===== src/rtl/rng_pkg.sv =====
package rng_pkg;

  localparam int REG_AW = 3;

  typedef enum logic [REG_AW-1:0] {
    RA_CTRL  = 3'd0,
    RA_EVCFG = 3'd1,
    RA_IESET = 3'd2,
    RA_IECLR = 3'd3,
    RA_FLAGS = 3'd4,
    RA_DATA  = 3'd5
  } rng_addr_e;

  typedef struct packed {
    logic ctrl_wr;
    logic evcfg_wr;
    logic ieset_wr;
    logic ieclr_wr;
    logic flags_wr;
    logic data_rd;
  } rng_acc_t;

endpackage


===== src/rtl/rng_bus_dec.sv =====
module rng_bus_dec
  import rng_pkg::*;
(
  input  logic              sel_i,
  input  logic              wr_i,
  input  logic              rd_i,
  input  logic [REG_AW-1:0] addr_i,
  output rng_acc_t          acc_o
);

  logic wr_hit;
  logic rd_hit;

  assign wr_hit = sel_i & wr_i;
  assign rd_hit = sel_i & rd_i;

  always_comb begin
    acc_o          = '0;
    acc_o.ctrl_wr  = wr_hit & (addr_i == RA_CTRL);
    acc_o.evcfg_wr = wr_hit & (addr_i == RA_EVCFG);
    acc_o.ieset_wr = wr_hit & (addr_i == RA_IESET);
    acc_o.ieclr_wr = wr_hit & (addr_i == RA_IECLR);
    acc_o.flags_wr = wr_hit & (addr_i == RA_FLAGS);
    acc_o.data_rd  = rd_hit & (addr_i == RA_DATA);
  end

endmodule


===== src/rtl/rng_collector.sv =====
module rng_collector #(
  parameter int DATA_W = 32,
  parameter int PERIOD = 84
) (
  input  logic              clk,
  input  logic              rst_n,
  input  logic              run_i,
  input  logic              noise_i,
  output logic              word_valid_o,
  output logic [DATA_W-1:0] word_o
);

  localparam int CNT_W = (PERIOD > 1) ? $clog2(PERIOD) : 1;
  localparam logic [CNT_W-1:0] LAST = CNT_W'(PERIOD - 1);

  logic [CNT_W-1:0]  cnt_q, cnt_d;
  logic [DATA_W-1:0] shreg_q, shreg_d;
  logic [DATA_W-1:0] shifted;
  logic              at_last;

  generate
    if (DATA_W == 1) begin : g_single
      assign shifted = noise_i;
    end else begin : g_multi
      assign shifted = {shreg_q[DATA_W-2:0], noise_i};
    end
  endgenerate

  assign at_last      = (cnt_q == LAST);
  assign word_valid_o = run_i & at_last;
  assign word_o       = shifted;

  always_comb begin
    if (!run_i) begin
      cnt_d   = '0;
      shreg_d = '0;
    end else begin
      cnt_d   = at_last ? '0 : cnt_q + 1'b1;
      shreg_d = shifted;
    end
  end

  always_ff @(posedge clk or negedge rst_n) begin
    if (!rst_n) begin
      cnt_q   <= '0;
      shreg_q <= '0;
    end else begin
      cnt_q   <= cnt_d;
      shreg_q <= shreg_d;
    end
  end

endmodule


===== src/rtl/rng_regs.sv =====
module rng_regs
  import rng_pkg::*;
#(
  parameter int DATA_W = 32
) (
  input  logic              clk,
  input  logic              rst_n,
  input  rng_acc_t          acc_i,
  input  logic              wbit_i,
  input  logic [REG_AW-1:0] addr_i,
  input  logic              word_valid_i,
  input  logic [DATA_W-1:0] word_i,
  output logic [DATA_W-1:0] rdata_o,
  output logic              run_o,
  output logic              ev_en_o,
  output logic              ie_o,
  output logic              flag_o,
  output logic [DATA_W-1:0] data_o,
  output logic              irq_o,
  output logic              evt_o
);

  logic              run_q, run_d;
  logic              ev_en_q, ev_en_d;
  logic              ie_q, ie_d;
  logic              flag_q, flag_d;
  logic              evt_q, evt_d;
  logic [DATA_W-1:0] data_q;
  logic              flag_clr;

  // next-state logic
  always_comb begin
    run_d = acc_i.ctrl_wr ? wbit_i : run_q;

    ev_en_d = ev_en_q;
    if (acc_i.evcfg_wr && !run_q)
      ev_en_d = wbit_i;

    ie_d = ie_q;
    if (acc_i.ieset_wr && wbit_i)
      ie_d = 1'b1;
    else if (acc_i.ieclr_wr && wbit_i)
      ie_d = 1'b0;

    flag_clr = (acc_i.flags_wr & wbit_i) | acc_i.data_rd;
    if (word_valid_i)
      flag_d = 1'b1;
    else if (flag_clr)
      flag_d = 1'b0;
    else
      flag_d = flag_q;

    evt_d = word_valid_i & ev_en_q;
  end

  always_ff @(posedge clk or negedge rst_n) begin
    if (!rst_n) begin
      run_q   <= 1'b0;
      ev_en_q <= 1'b0;
      ie_q    <= 1'b0;
      flag_q  <= 1'b0;
      evt_q   <= 1'b0;
    end else begin
      run_q   <= run_d;
      ev_en_q <= ev_en_d;
      ie_q    <= ie_d;
      flag_q  <= flag_d;
      evt_q   <= evt_d;
    end
  end

  // result register, clock-enabled by a new word
  always_ff @(posedge clk or negedge rst_n) begin
    if (!rst_n)
      data_q <= '0;
    else if (word_valid_i)
      data_q <= word_i;
  end

  // read mux
  always_comb begin
    rdata_o = '0;
    case (addr_i)
      RA_CTRL:  rdata_o[0] = run_q;
      RA_EVCFG: rdata_o[0] = ev_en_q;
      RA_IESET: rdata_o[0] = ie_q;
      RA_IECLR: rdata_o[0] = ie_q;
      RA_FLAGS: rdata_o[0] = flag_q;
      RA_DATA:  rdata_o    = data_q;
      default:  rdata_o    = '0;
    endcase
  end

  assign run_o   = run_q;
  assign ev_en_o = ev_en_q;
  assign ie_o    = ie_q;
  assign flag_o  = flag_q;
  assign data_o  = data_q;
  assign irq_o   = flag_q & ie_q;
  assign evt_o   = evt_q;

endmodule


===== src/rtl/rng_ctrl.sv =====
module rng_ctrl
  import rng_pkg::*;
#(
  parameter int DATA_W = 32,
  parameter int PERIOD = 84
) (
  input  logic              clk,
  input  logic              rst_n,
  input  logic              bus_sel,
  input  logic              bus_wr,
  input  logic              bus_rd,
  input  logic [REG_AW-1:0] bus_addr,
  input  logic              bus_wbit,
  output logic [DATA_W-1:0] bus_rdata,
  input  logic              noise_i,
  output logic              irq_o,
  output logic              evt_o
);

  rng_acc_t          acc;
  logic              ctrl_en;
  logic              ev_en;
  logic              rdy_ie;
  logic              rdy_flag;
  logic              word_valid;
  logic [DATA_W-1:0] word;
  logic [DATA_W-1:0] data_word;

  rng_bus_dec u_dec (
    .sel_i  (bus_sel),
    .wr_i   (bus_wr),
    .rd_i   (bus_rd),
    .addr_i (bus_addr),
    .acc_o  (acc)
  );

  rng_collector #(
    .DATA_W (DATA_W),
    .PERIOD (PERIOD)
  ) u_col (
    .clk          (clk),
    .rst_n        (rst_n),
    .run_i        (ctrl_en),
    .noise_i      (noise_i),
    .word_valid_o (word_valid),
    .word_o       (word)
  );

  rng_regs #(
    .DATA_W (DATA_W)
  ) u_regs (
    .clk          (clk),
    .rst_n        (rst_n),
    .acc_i        (acc),
    .wbit_i       (bus_wbit),
    .addr_i       (bus_addr),
    .word_valid_i (word_valid),
    .word_i       (word),
    .rdata_o      (bus_rdata),
    .run_o        (ctrl_en),
    .ev_en_o      (ev_en),
    .ie_o         (rdy_ie),
    .flag_o       (rdy_flag),
    .data_o       (data_word),
    .irq_o        (irq_o),
    .evt_o        (evt_o)
  );

endmodule


===== config.mk =====
export PLATFORM = sky130hd
export DESIGN_NAME = rng_ctrl
export DESIGN_NICKNAME = d
export VERILOG_FILES = /design/src/rtl/rng_pkg.sv /design/src/rtl/rng_bus_dec.sv /design/src/rtl/rng_collector.sv /design/src/rtl/rng_regs.sv /design/src/rtl/rng_ctrl.sv
export SDC_FILE = /design/constraint.sdc
export NUM_CORES = 1
export LEC_CHECK = 0
export BUFFER_PORTS_ARGS = -buffer_cell sky130_fd_sc_hd__buf_4
export CAP_MARGIN = 10
export CORE_MARGIN = 3
export CORE_UTILIZATION = 55
export DETAILED_ROUTE_END_ITERATION = 12
export PLACE_DENSITY = 0.77
export SYNTH_ARGS = -nofsm -noshare
export SYNTH_HDL_FRONTEND = slang
export SYNTH_SLANG_ARGS = --single-unit
export TNS_END_PERCENT = 10

===== constraint.sdc =====
create_clock -name clk -period 3 [get_ports clk]
set_input_delay 0.15 -clock clk [delete_from_list [all_inputs] [get_ports clk]]
set_output_delay 0.15 -clock clk [all_outputs]
set_load 0.005 [all_outputs]

### Yosys cells after proc, flatten, opt, wreduce, memory -nomap -nowiden

Index checks and enable logic that the tools add are counted.
Widths: inputs -> output; s select.

| word-level totals | value |
|---|---|
| bits in registers | 75 |
| bits of input ports | 10 |
| output and inout port bits | 34 |

| cells by class | value |
|---|---|
| add/subtract/negate cells | 1 |
| equality and inequality tests | 6 |
| mux-type cells | 9 |
| bitwise logic cells | 13 |
| reductions and logical operators | 8 |

Operator list:

| operator | count |
|---|---|
| $mux 31 | 2 |
| $mux 7 | 2 |
| $and 1x1->1 | 12 |
| $add 7x1->7 const B | 1 |
| $eq 7x7->1 const B | 1 |
| $eq 3x2->1 const B | 2 |
| $eq 3x3->1 const B | 2 |
| $pmux 1 s5 | 1 |
| $mux 1 | 4 |
| $reduce_bool 2->1 | 2 |
| $eq 3x1->1 const B | 1 |
| $logic_and 1x1->1 | 3 |
| $logic_not 3->1 | 1 |
| $reduce_or 2->1 | 1 |
| $logic_not 1->1 | 1 |
| $or 1x1->1 | 1 |

### Logic depth before layout (Yosys ltp)

Gate-level depths: netlist of run 1.

| depth | value |
|---|---|
| depth after elaboration | 6 |
| depth in mapped cells | 6 |

### By module

From an unflattened synthesis of run 1, not the netlist that was laid out.

| second synthesis, totals | value |
|---|---|
| cell total of the unflattened synthesis | 235 |
| area, all modules | 3229.3 µm² |

Modules (own cells, without submodules):

| module | times used | cells an instance | area each (µm²) |
|---|---|---|---|
| rng_regs | 1 | 124 | 1821.7 |
| rng_collector | 1 | 100 | 1336.3 |
| rng_bus_dec | 1 | 11 | 71.3 |

### Worst setup path before layout of run 1

No wires, ideal clock.

| path | value |
|---|---|
| path type | reg-to-reg |
| from | register u_col.cnt_q[3] |
| to | register u_regs.data_q[0], in the netlist u_regs.data_o[0] |
| library setup time | 0.125 ns |
| data arrival time | 1.805 ns |
| slack | 1.070 ns |
| stages on the path, launching flop included | 6 |
| path buffers | 2 |
| cells stage by stage | dfrtp_1 or4b_1 or3_1 buf_6 buf_12 mux2_4 |

| on the way | value |
|---|---|
| word-level cells in the longest chain between the ends | 2 |

Ends and longest elaborated chain:

| item | RTL line | RTL |
|---|---|---|
| from (decl) | rng_collector.sv:16 | `logic [CNT_W-1:0] cnt_q, cnt_d;` |
| from (signal assigned) | rng_collector.sv:48 | `cnt_q <= cnt_d;` |
| $eq 7x7->1 | rng_collector.sv:29 | `assign at_last = (cnt_q == LAST);` |
| $and 1x1->1 | rng_collector.sv:30 | `assign word_valid_o = run_i & at_last;` |
| to (signal assigned) | rng_regs.sv:77 | `data_q <= word_i;` |
| to (decl) | rng_regs.sv:28 | `logic [DATA_W-1:0] data_q;` |

No other way between the ends.
A chain may end at the register's enable or synchronous reset.

### Worst setup path in the final report of run 1

| path | value |
|---|---|
| from | register u_col.cnt_q[3] |
| to | register u_regs.data_q[2], in the netlist u_regs.data_o[2] |

Same word-level chain as after synthesis.

==> impl_results.md, run 1 <==
- Run status: finished, final reports clean
- Power per cell area: 523 nW/µm²
- Post-CTS setup buffers: 0
- Uppermost layer routed: met4
- RSZ-0062 raised after global routing: false
- Critical Path AT: 2.63 ns
- R2R cell count: 3
- Drt pass-1 iters: 4
- GR Overflow Total: 0
- CTS H-tree depth: 3
- DP HPWL: 3.16 mm
- Clk sinks: 75
- Cells after Synth: 227
- Worst slew pin tran: 1.03 ns
- Layout cells sized above 1: 0.343
- Inserted Diodes: 0
- Post-synth cell types: 27
- Worst R2R Start: u_col.cnt_q[3]
- Leakage power: 1.94 nW
- TritonCTS clock tree: yes
- Post-Syn Area: 3120 µm²
- Net count reported at finish: 283
- Post-synth EDFFs: 0
- Clock Tree Buf Depth: 2
- WL met1: 2.39 mm
- Initial core utilization: 0.589
- DR WL met3: 250 µm
- Final period utilization: 0.804
- Cells after DPL: 330
- Initial antenna violation count: 0
- TNS Setup: 0 ns
- Hold_ws: 0.0400 ns
- Gr usage total: 0.177
- Clock slew at reported path FFs: 0.07 ns
- Slew HR: 0.311
- Post-synth top area cell: dfrtp_1
- First-pass GRT wire length: 8.55 mm
- Syn Nets: 238
- Placed cell areas: 3440 µm²
- CP required: 3.22 ns
- FFs w/ async S/R, synth: 1.00
- Hold Crit Depth: 2
- Vias in the first global route: 1,750
- Final WL: 5.01 mm
- Seq/Total Area, Yosys: 0.601
- Max-slew violations: 0
- Post-synth top area share: 0.601
- Final Cell Area: 3640 µm²
- Largest net degree at the start of global routing: 76
- Peak supply drop: 0.000337 V
- Max Cap Violations: 0
- Core Util, Final: 0.686
- Synth warn: 0
- Kind of critical path: flip-flop to flip-flop
- CTS buffer count: 9
- Post-Syn Area per Cell: 13.8 µm²
- Die width: 81.4 µm
- Total power: 1.90 mW
- Top FF cell, synth: dfrtp_1
- Post-place setup slack: 0.584 ns
- Max frequency: 414 MHz
- Worst skew pair latency: 0.34 ns
- Area grow syn2layout: 16.4%
- Vias per cell: 5.10
- Row count: 26
- Vias: 1,768
- Setup crit start: u_col.cnt_q[3]
- Initial DRC Count: 149
- Core area: 5300 µm²
- R2R Path End: u_regs.data_o[2]
- Final min period: 2.41 ns
- Final worst setup slack: 0.587 ns
- Clock root cell: clkbuf_8
- Count leader, synth: dfrtp_1
- Non-filler instance count after layout: 347
- Final setup violation count: 0
- Commonest cells post-synth: dfrtp_1 (75), and2_1 (63), mux2_4 (28)
- Drt wl/cell: 14.4 µm
- Crit path capture type: flip-flop
- Final hold vios: 0
- GP Congestion: 0.726
- Register area: 1880 µm²
- Flops & latches, synth: 75
- Top post-synthesis cells by area: dfrtp_1 (60%), mux2_4 (13%), and2_1 (13%), mux2_2 (2.2%), buf_12 (1.9%)
- Multi-input gate area: 1130 µm²
- Class of the worst hold path: input port to flip-flop
- Skew final: 0.00677 ns
- Die Y-Extent: 81.4 µm
- Metal2 WL: 2.25 mm
- # fillers: 396
- Routed Antenna Nets: 0
- CP max FO: 34
- Flop2flop setup slack: 0.59 ns
- Input/output buffers: 43
- Worst Setup Start Kind: flip-flop
- Crit path to: u_regs.data_o[2]
- Post-route DRC: 0
- Ports: 44
- Die area: 6620 µm²
[registers in the layout, summed over array words and instances, names as in the netlist]
name and cells:
u_regs.evt_o 1, u_regs.ev_en_o 1, u_regs.ie_o 1, u_col.cnt_q 7
u_col.shreg_q 31, u_regs.data_o 32, u_regs.run_o 1, u_regs.flag_o 1
[critical path, stage by stage, from the launching register on]
cell     delay [ns]
dfrtp_1        0.41
or4b_1         0.54
or3_2          0.87
mux2_4         0.45
[repair_timing]
item,CTS,global route
gates resized for setup,0,0
hold buffers,1,0
endpoints found under the hold margin,75,0
[where the power goes]
group | switching, mW | internal, mW | total, mW
clock network | 0.345 | 0.382 | 0.727
registers | 0.0146 | 1.04 | 1.05
logic | 0.0795 | 0.0456 | 0.125
total | 0.439 | 1.46 | 1.90
[placed cells by master (no fill, tap or decap), drive strengths merged, types with 2 or more instances in the layout]
cell / instances
clkinv: 4
xor2: 2
mux2: 34
buf: 44
inv: 5
or3: 3
nor4: 3
nand3: 2
dfrtp: 75
o21ai: 4
nand2: 7
nor2: 6
and2: 63
a21oi: 2
clkbuf: 11
[how the worst min path moves through the flow]
| stage | startpoint | end | slack (ns) |
|---|---|---|---|
| global placement | rst_n | u_col.cnt_q[0] | 0.33 |
| detailed placement | rst_n | u_col.cnt_q[0] | 0.35 |
| global route | noise_i | u_regs.data_o[0] | 0.05 |
| floorplan | rst_n | u_col.cnt_q[0] | -0.15 |
| CTS | noise_i | u_col.shreg_q[0] | 0.02 |
| finish | noise_i | u_col.shreg_q[0] | 0.04 |
[kinds of logic (layout without fill, tap and decap cells)]
logic type,after synthesis,in the layout,synth area share
compound gates,8,8,0.0148
simple gates,88,88,0.167
fa+ha+maj,1,1,0.00401
flops,75,75,0.601
xor+xnor,3,3,0.00841
mux,36,36,0.167
buf+inv,16,66,0.0385
[final cells by class]
class,count,area share
inverters,5,0.00516
multi-input cells,136,0.310
repair buffers,45,0.0936
well taps,70,0.0241
clock inverters,5,0.0148
clock buffers,11,0.0361
flip-flops and latches,75,0.516
[routing by layer]
layer	vias to the layer above	global-route usage
li1	833	-
met1	878	0.247
met2	46	0.254
met3	11	0.0377
met4	0	0.106
met5	-	0
Power figures use the tool's default switching activity.
==> run 2, diff against run 1 <==
==> constraint.sdc (replaced) <==
create_clock -name clk -period 2.35 [get_ports clk]
set_input_delay 0.1175 -clock clk [delete_from_list [all_inputs] [get_ports clk]]
set_output_delay 0.1175 -clock clk [all_outputs]
set_load 0.005 [all_outputs]
==> impl_results.md, run 2 (synthesis results as in run 1) <==
- Leakage power: 1.97 nW
- CTS H-tree depth: 3
- Largest net degree at the start of global routing: 76
- Final worst setup slack: 0.226 ns
- Drt pass-1 iters: 4
- Worst skew pair latency: 0.34 ns
- Post-place setup slack: 0.245 ns
- Final setup violation count: 0
- Run status: finished, final reports clean
- Initial antenna violation count: 0
- # fillers: 377
- Hold_ws: 0.0147 ns
- Input/output buffers: 43
- Clk sinks: 75
- GR Overflow Total: 0
- Slew HR: 0.408
- Die width: 81.4 µm
- CTS buffer count: 9
- Vias: 1,746
- Routed Antenna Nets: 0
- Multi-input gate area: 1130 µm²
- Register area: 1880 µm²
- Clock root cell: clkbuf_8
- Skew final: 0.00577 ns
- GP Congestion: 0.804
- Final Cell Area: 3680 µm²
- Max frequency: 471 MHz
- Crit path capture type: flip-flop
- Drt wl/cell: 14.1 µm
- Core Util, Final: 0.695
- Most frequent cells in the layout: dfrtp_1 (75), and2_1 (63), buf_4 (47), mux2_4 (28), clkbuf_8 (12)
- Inserted Diodes: 0
- DP HPWL: 3.11 mm
- Final period utilization: 0.904
- TritonCTS clock tree: yes
- Gr usage total: 0.173
- Kind of critical path: flip-flop to flip-flop
- Critical Path AT: 2.34 ns
- Initial DRC Count: 87
- Vias per cell: 5.00
- CP required: 2.57 ns
- Max FFs per register: 32
- Row count: 26
- Post_cts resized: 0
- TNS Setup: 0 ns
- Post-route DRC: 0
- Worst Setup Start Kind: flip-flop
- Cells after DPL: 333
- Max-slew violations: 0
- Most common cell after layout, fill and taps aside: dfrtp_1
- Final WL: 4.90 mm
- Non-filler instance count after layout: 349
- Clock Tree Buf Depth: 2
- Placed cell areas: 3460 µm²
- Clock slew at reported path FFs: 0.07 ns
- Die area: 6620 µm²
- Area grow syn2layout: 17.9%
- Core area: 5300 µm²
- Die Y-Extent: 81.4 µm
- Power per cell area: 675 nW/µm²
- Layout cells sized above 1: 0.351
- First-pass GRT wire length: 8.37 mm
- Class of the worst hold path: input port to flip-flop
- Initial core utilization: 0.589
- Final min period: 2.12 ns
- Net count reported at finish: 287
- CP max FO: 22
- Peak supply drop: 0.000465 V
- Ports: 44
- Total power: 2.49 mW
- Max Cap Violations: 0
- Vias in the first global route: 1,781
- Worst slew pin tran: 0.889 ns
- RSZ-0062 raised after global routing: false
- Final hold vios: 0
## run 2: worst max-delay path, cell delays in order, from the launching register on
cell and delay [ns]:
dfrtp_1 0.42, or4b_1 0.55, or3_2 0.44, buf_4 0.27, mux2_4 0.33
## run 2: timing repair
item | CTS | global route
setup buffers | 0 | 0
setup endpoints to repair | 0 | 0
hold buffers | 2 | 0
hold endpoints to repair | 76 | 0
## run 2: cell type report
cell class                      count  share of cell area
Inverter                            5             0.00510
Tap cell                           70              0.0238
Sequential cell                    75               0.510
Multi-Input combinational cell    136               0.306
Clock inverter                      2             0.00951
Clock buffer                       12              0.0448
Timing Repair Buffer               49               0.101
## run 2: layer usage
layer  vias up  track usage  wire length [µm]
met5         -            0                 0
met2        40        0.274              2310
li1        841            -                 -
met4         0       0.0760                79
met3        10       0.0521               247
met1       855        0.220              2270
## run 2: path summary, 6_finish.rpt
| kind | from | end | slack, ns | cells after the start |
|---|---|---|---|---|
| min in group asynchronous | rst_n | u_col.cnt_q[4] | 0.45 | 2 |
| hold / removal | bus_addr[0] | u_regs.ie_o | 0.01 | 2 |
| setup reg to reg | u_col.cnt_q[3] | u_regs.data_o[20] | 0.23 | 4 |
| hold reg to reg | u_col.cnt_q[0] | u_col.cnt_q[0] | 0.47 | 1 |
| max in group asynchronous | rst_n | u_col.shreg_q[17] | 1.33 | 2 |
| setup / recovery | u_col.cnt_q[3] | u_regs.data_o[20] | 0.23 | 4 |
## run 2: power by group
group | internal, mW | switching (mW) | total (mW)
clock | 0.564 | 0.419 | 0.983
sequential | 1.32 | 0.0197 | 1.34
combinational | 0.0604 | 0.101 | 0.161
==> run 3, diff against run 2 <==
--- a/config.mk
+++ b/config.mk
@@ -5,6 +5,7 @@
 export SDC_FILE = /design/constraint.sdc
 export NUM_CORES = 1
 export LEC_CHECK = 0
+export ABC_AREA = 1
 export BUFFER_PORTS_ARGS = -buffer_cell sky130_fd_sc_hd__buf_4
 export CAP_MARGIN = 10
 export CORE_MARGIN = 3
==> impl_results.md, run 3 <==
- Synth warn: 0
- Gr usage total: 0.202
- Post_cts resized: 0
- Worst slew pin tran: 0.898 ns
- First-pass GRT wire length: 10.2 mm
- Max FFs per register: 32
- Die width: 82.7 µm
- Row count: 27
- R2R Path End: u_regs.data_o[12]
- Final hold vios: 0
- Class of the worst hold path: input port to flip-flop
- Final Cell Area: 3850 µm²
- Clock slew at reported path FFs: 0.08 ns
- Top FF cell, synth: dfrtp_1
- Area grow syn2layout: 19.1%
- Post-synth cell types: 21
- Final WL: 6.11 mm
- Initial antenna violation count: 0
- GP Congestion: 0.763
- Count leader, synth: nand2_1
- Final min period: 1.72 ns
- Post-synth EDFFs: 0
- Cells after Synth: 396
- Slew HR: 0.401
- Layout cells sized above 1: 0.158
- Post-route DRC: 0
- Core area: 5610 µm²
- Drt wl/cell: 11.8 µm
- Post-synth top area cell: dfrtp_1
- CTS H-tree depth: 3
- Post-Syn Area per Cell: 8.16 µm²
- Net count reported at finish: 450
- Max frequency: 583 MHz
- Post-synth top area share: 0.581
- Flop2flop setup slack: 0.63 ns
- Run status: finished, final reports clean
- Vias: 2,447
- Vias per cell: 4.74
- Non-filler instance count after layout: 516
- TritonCTS clock tree: yes
- Routed Antenna Nets: 0
- Commonest cells post-synth: nand2_1 (122), dfrtp_1 (75), inv_1 (75)
- Top post-synthesis cells by area: dfrtp_1 (58%), nand2_1 (14%), inv_1 (8.7%), nand3_1 (6.8%), nor2_1 (5.6%)
- CP max FO: 34
- Clock Tree Buf Depth: 2
- Cells after DPL: 498
- Vias in the first global route: 2,273
- Input/output buffers: 43
- Hold Crit Depth: 3
- Worst Hold End: u_regs.run_o
- Peak supply drop: 0.000510 V
- TNS Setup: 0 ns
- Worst Setup Start Kind: flip-flop
- Final period utilization: 0.730
- Kind of critical path: flip-flop to flip-flop
- Worst R2R Start: u_col.cnt_q[0]
- # fillers: 461
- Initial DRC Count: 158
- Flops & latches, synth: 75
- Die Y-Extent: 82.7 µm
- Final setup violation count: 0
- Die area: 6830 µm²
- Initial core utilization: 0.576
- Inserted Diodes: 0
- Clk sinks: 75
- Max-slew violations: 0
- Seq/Total Area, Yosys: 0.581
- Leakage power: 2.24 nW
- Max Cap Violations: 0
- FFs w/ async S/R, synth: 1.00
- Post-Syn Area: 3230 µm²
- Syn Nets: 407
- DP HPWL: 3.91 mm
- GR Overflow Total: 0
- Crit path capture type: flip-flop
- Placed cell areas: 3570 µm²
- RSZ-0062 raised after global routing: false
- Largest net degree at the start of global routing: 76
- CP required: 2.58 ns
- Drt pass-1 iters: 4
- Clock root cell: clkbuf_8
- Ports: 44
- Power per cell area: 739 nW/µm²
- Worst skew pair latency: 0.33 ns
- Most common cell after layout, fill and taps aside: nand2_1
- Hold Startpoint: bus_wbit
- R2R cell count: 6
- Skew final: 0.00689 ns
- Most frequent cells in the layout: nand2_1 (122), inv_1 (75), dfrtp_1 (74), nor2_1 (48), buf_4 (47)
- CTS buffer count: 9
- Critical Path AT: 1.94 ns
[run 3: changes by cell type after synthesis, moves of 6 or more]
| cell | previous run | this run |
|---|---|---|
| mux2_2 | 6 | 0 |
| nand3_1 | 2 | 44 |
| buf_2 | 0 | 7 |
| nand2_1 | 7 | 122 |
| inv_1 | 5 | 75 |
| mux2_4 | 28 | 0 |
| and2_1 | 63 | 0 |
| nor2_1 | 6 | 48 |
[run 3: worst max-delay path by stage]
stage	start	to	slack (ns)	depth (start not counted)
detailed placement	u_col.cnt_q[0]	u_regs.data_o[12]	0.64	6
floorplan	u_col.cnt_q[0]	u_regs.data_o[20]	1.02	7
finish	u_col.cnt_q[0]	u_regs.data_o[12]	0.63	6
global route	u_col.cnt_q[0]	u_regs.data_o[14]	0.50	6
global placement	u_col.cnt_q[0]	u_regs.data_o[4]	0.72	6
CTS	u_col.cnt_q[0]	u_regs.data_o[0]	0.62	6
[run 3: cell families (layout without fill, tap and decap cells)]
family                     Yosys count  count (layout)  share of synthesized area
DFF                                 75              75                      0.581
and+or+nand+nor                    221             221                      0.283
xor gates and xnor gates             2               2                    0.00542
AOI/OAI and AO/OA                    3               3                    0.00464
adders and majority gates            1               1                    0.00387
buffers and inverters               94             142                      0.122
[run 3: final cells by class]
type / instances / area [µm²] / area share
Clock buffer: 12 / 165 / 0.0429
Tap cell: 72 / 90.1 / 0.0234
Sequential cell: 75 / 1880 / 0.488
Clock inverter: 4 / 95.1 / 0.0247
Inverter: 77 / 289 / 0.0751
Timing Repair Buffer: 49 / 373 / 0.0968
Multi-Input combinational cell: 227 / 960 / 0.249
[run 3: what timing repair did]
item / 4_1_cts / 5_1_grt
setup buffers: 0 / 0
endpoints found under the hold margin: 76 / 0
hold buffers: 2 / 0
[run 3: metrics by stage]
step / hold slack, ns / setup slack, ns / total power [mW] / utilization
2_1_floorplan: -0.178 / 1.02 / 1.54 / -
3_3_place_gp: 0.312 / 0.722 / 1.61 / 0.637
3_5_place_dp: 0.308 / 0.636 / 1.62 / 0.637
4_1_cts: 0.0100 / 0.622 / 2.86 / 0.687
5_1_grt: 0.0210 / 0.496 / 2.96 / 0.687
6_report: 0.0263 / 0.634 / 2.84 / 0.687
[run 3: layer usage]
layer	global-route usage	vias to the layer above	wire, µm
met1	0.264	1160	2800
li1	-	1242	-
met3	0.0586	2	256
met4	0.0801	0	38
met5	0	-	0
met2	0.319	43	3020
[run 3: where the power goes]
part / leakage, nW / switching, mW / internal [mW]
Clock: 0.133 / 0.450 / 0.791
Combinational: 1.08 / 0.150 / 0.0658
Sequential: 1.03 / 0.0549 / 1.33
Total: 2.24 / 0.655 / 2.19
[run 3: worst max-delay path, cell delays in order (launching register included)]
cell     delay [ns]
dfrtp_1        0.40
ha_1           0.28
nand2_1        0.14
nor2_4         0.28
nand2_4        0.30
nand2_1        0.15
nand2_1        0.06
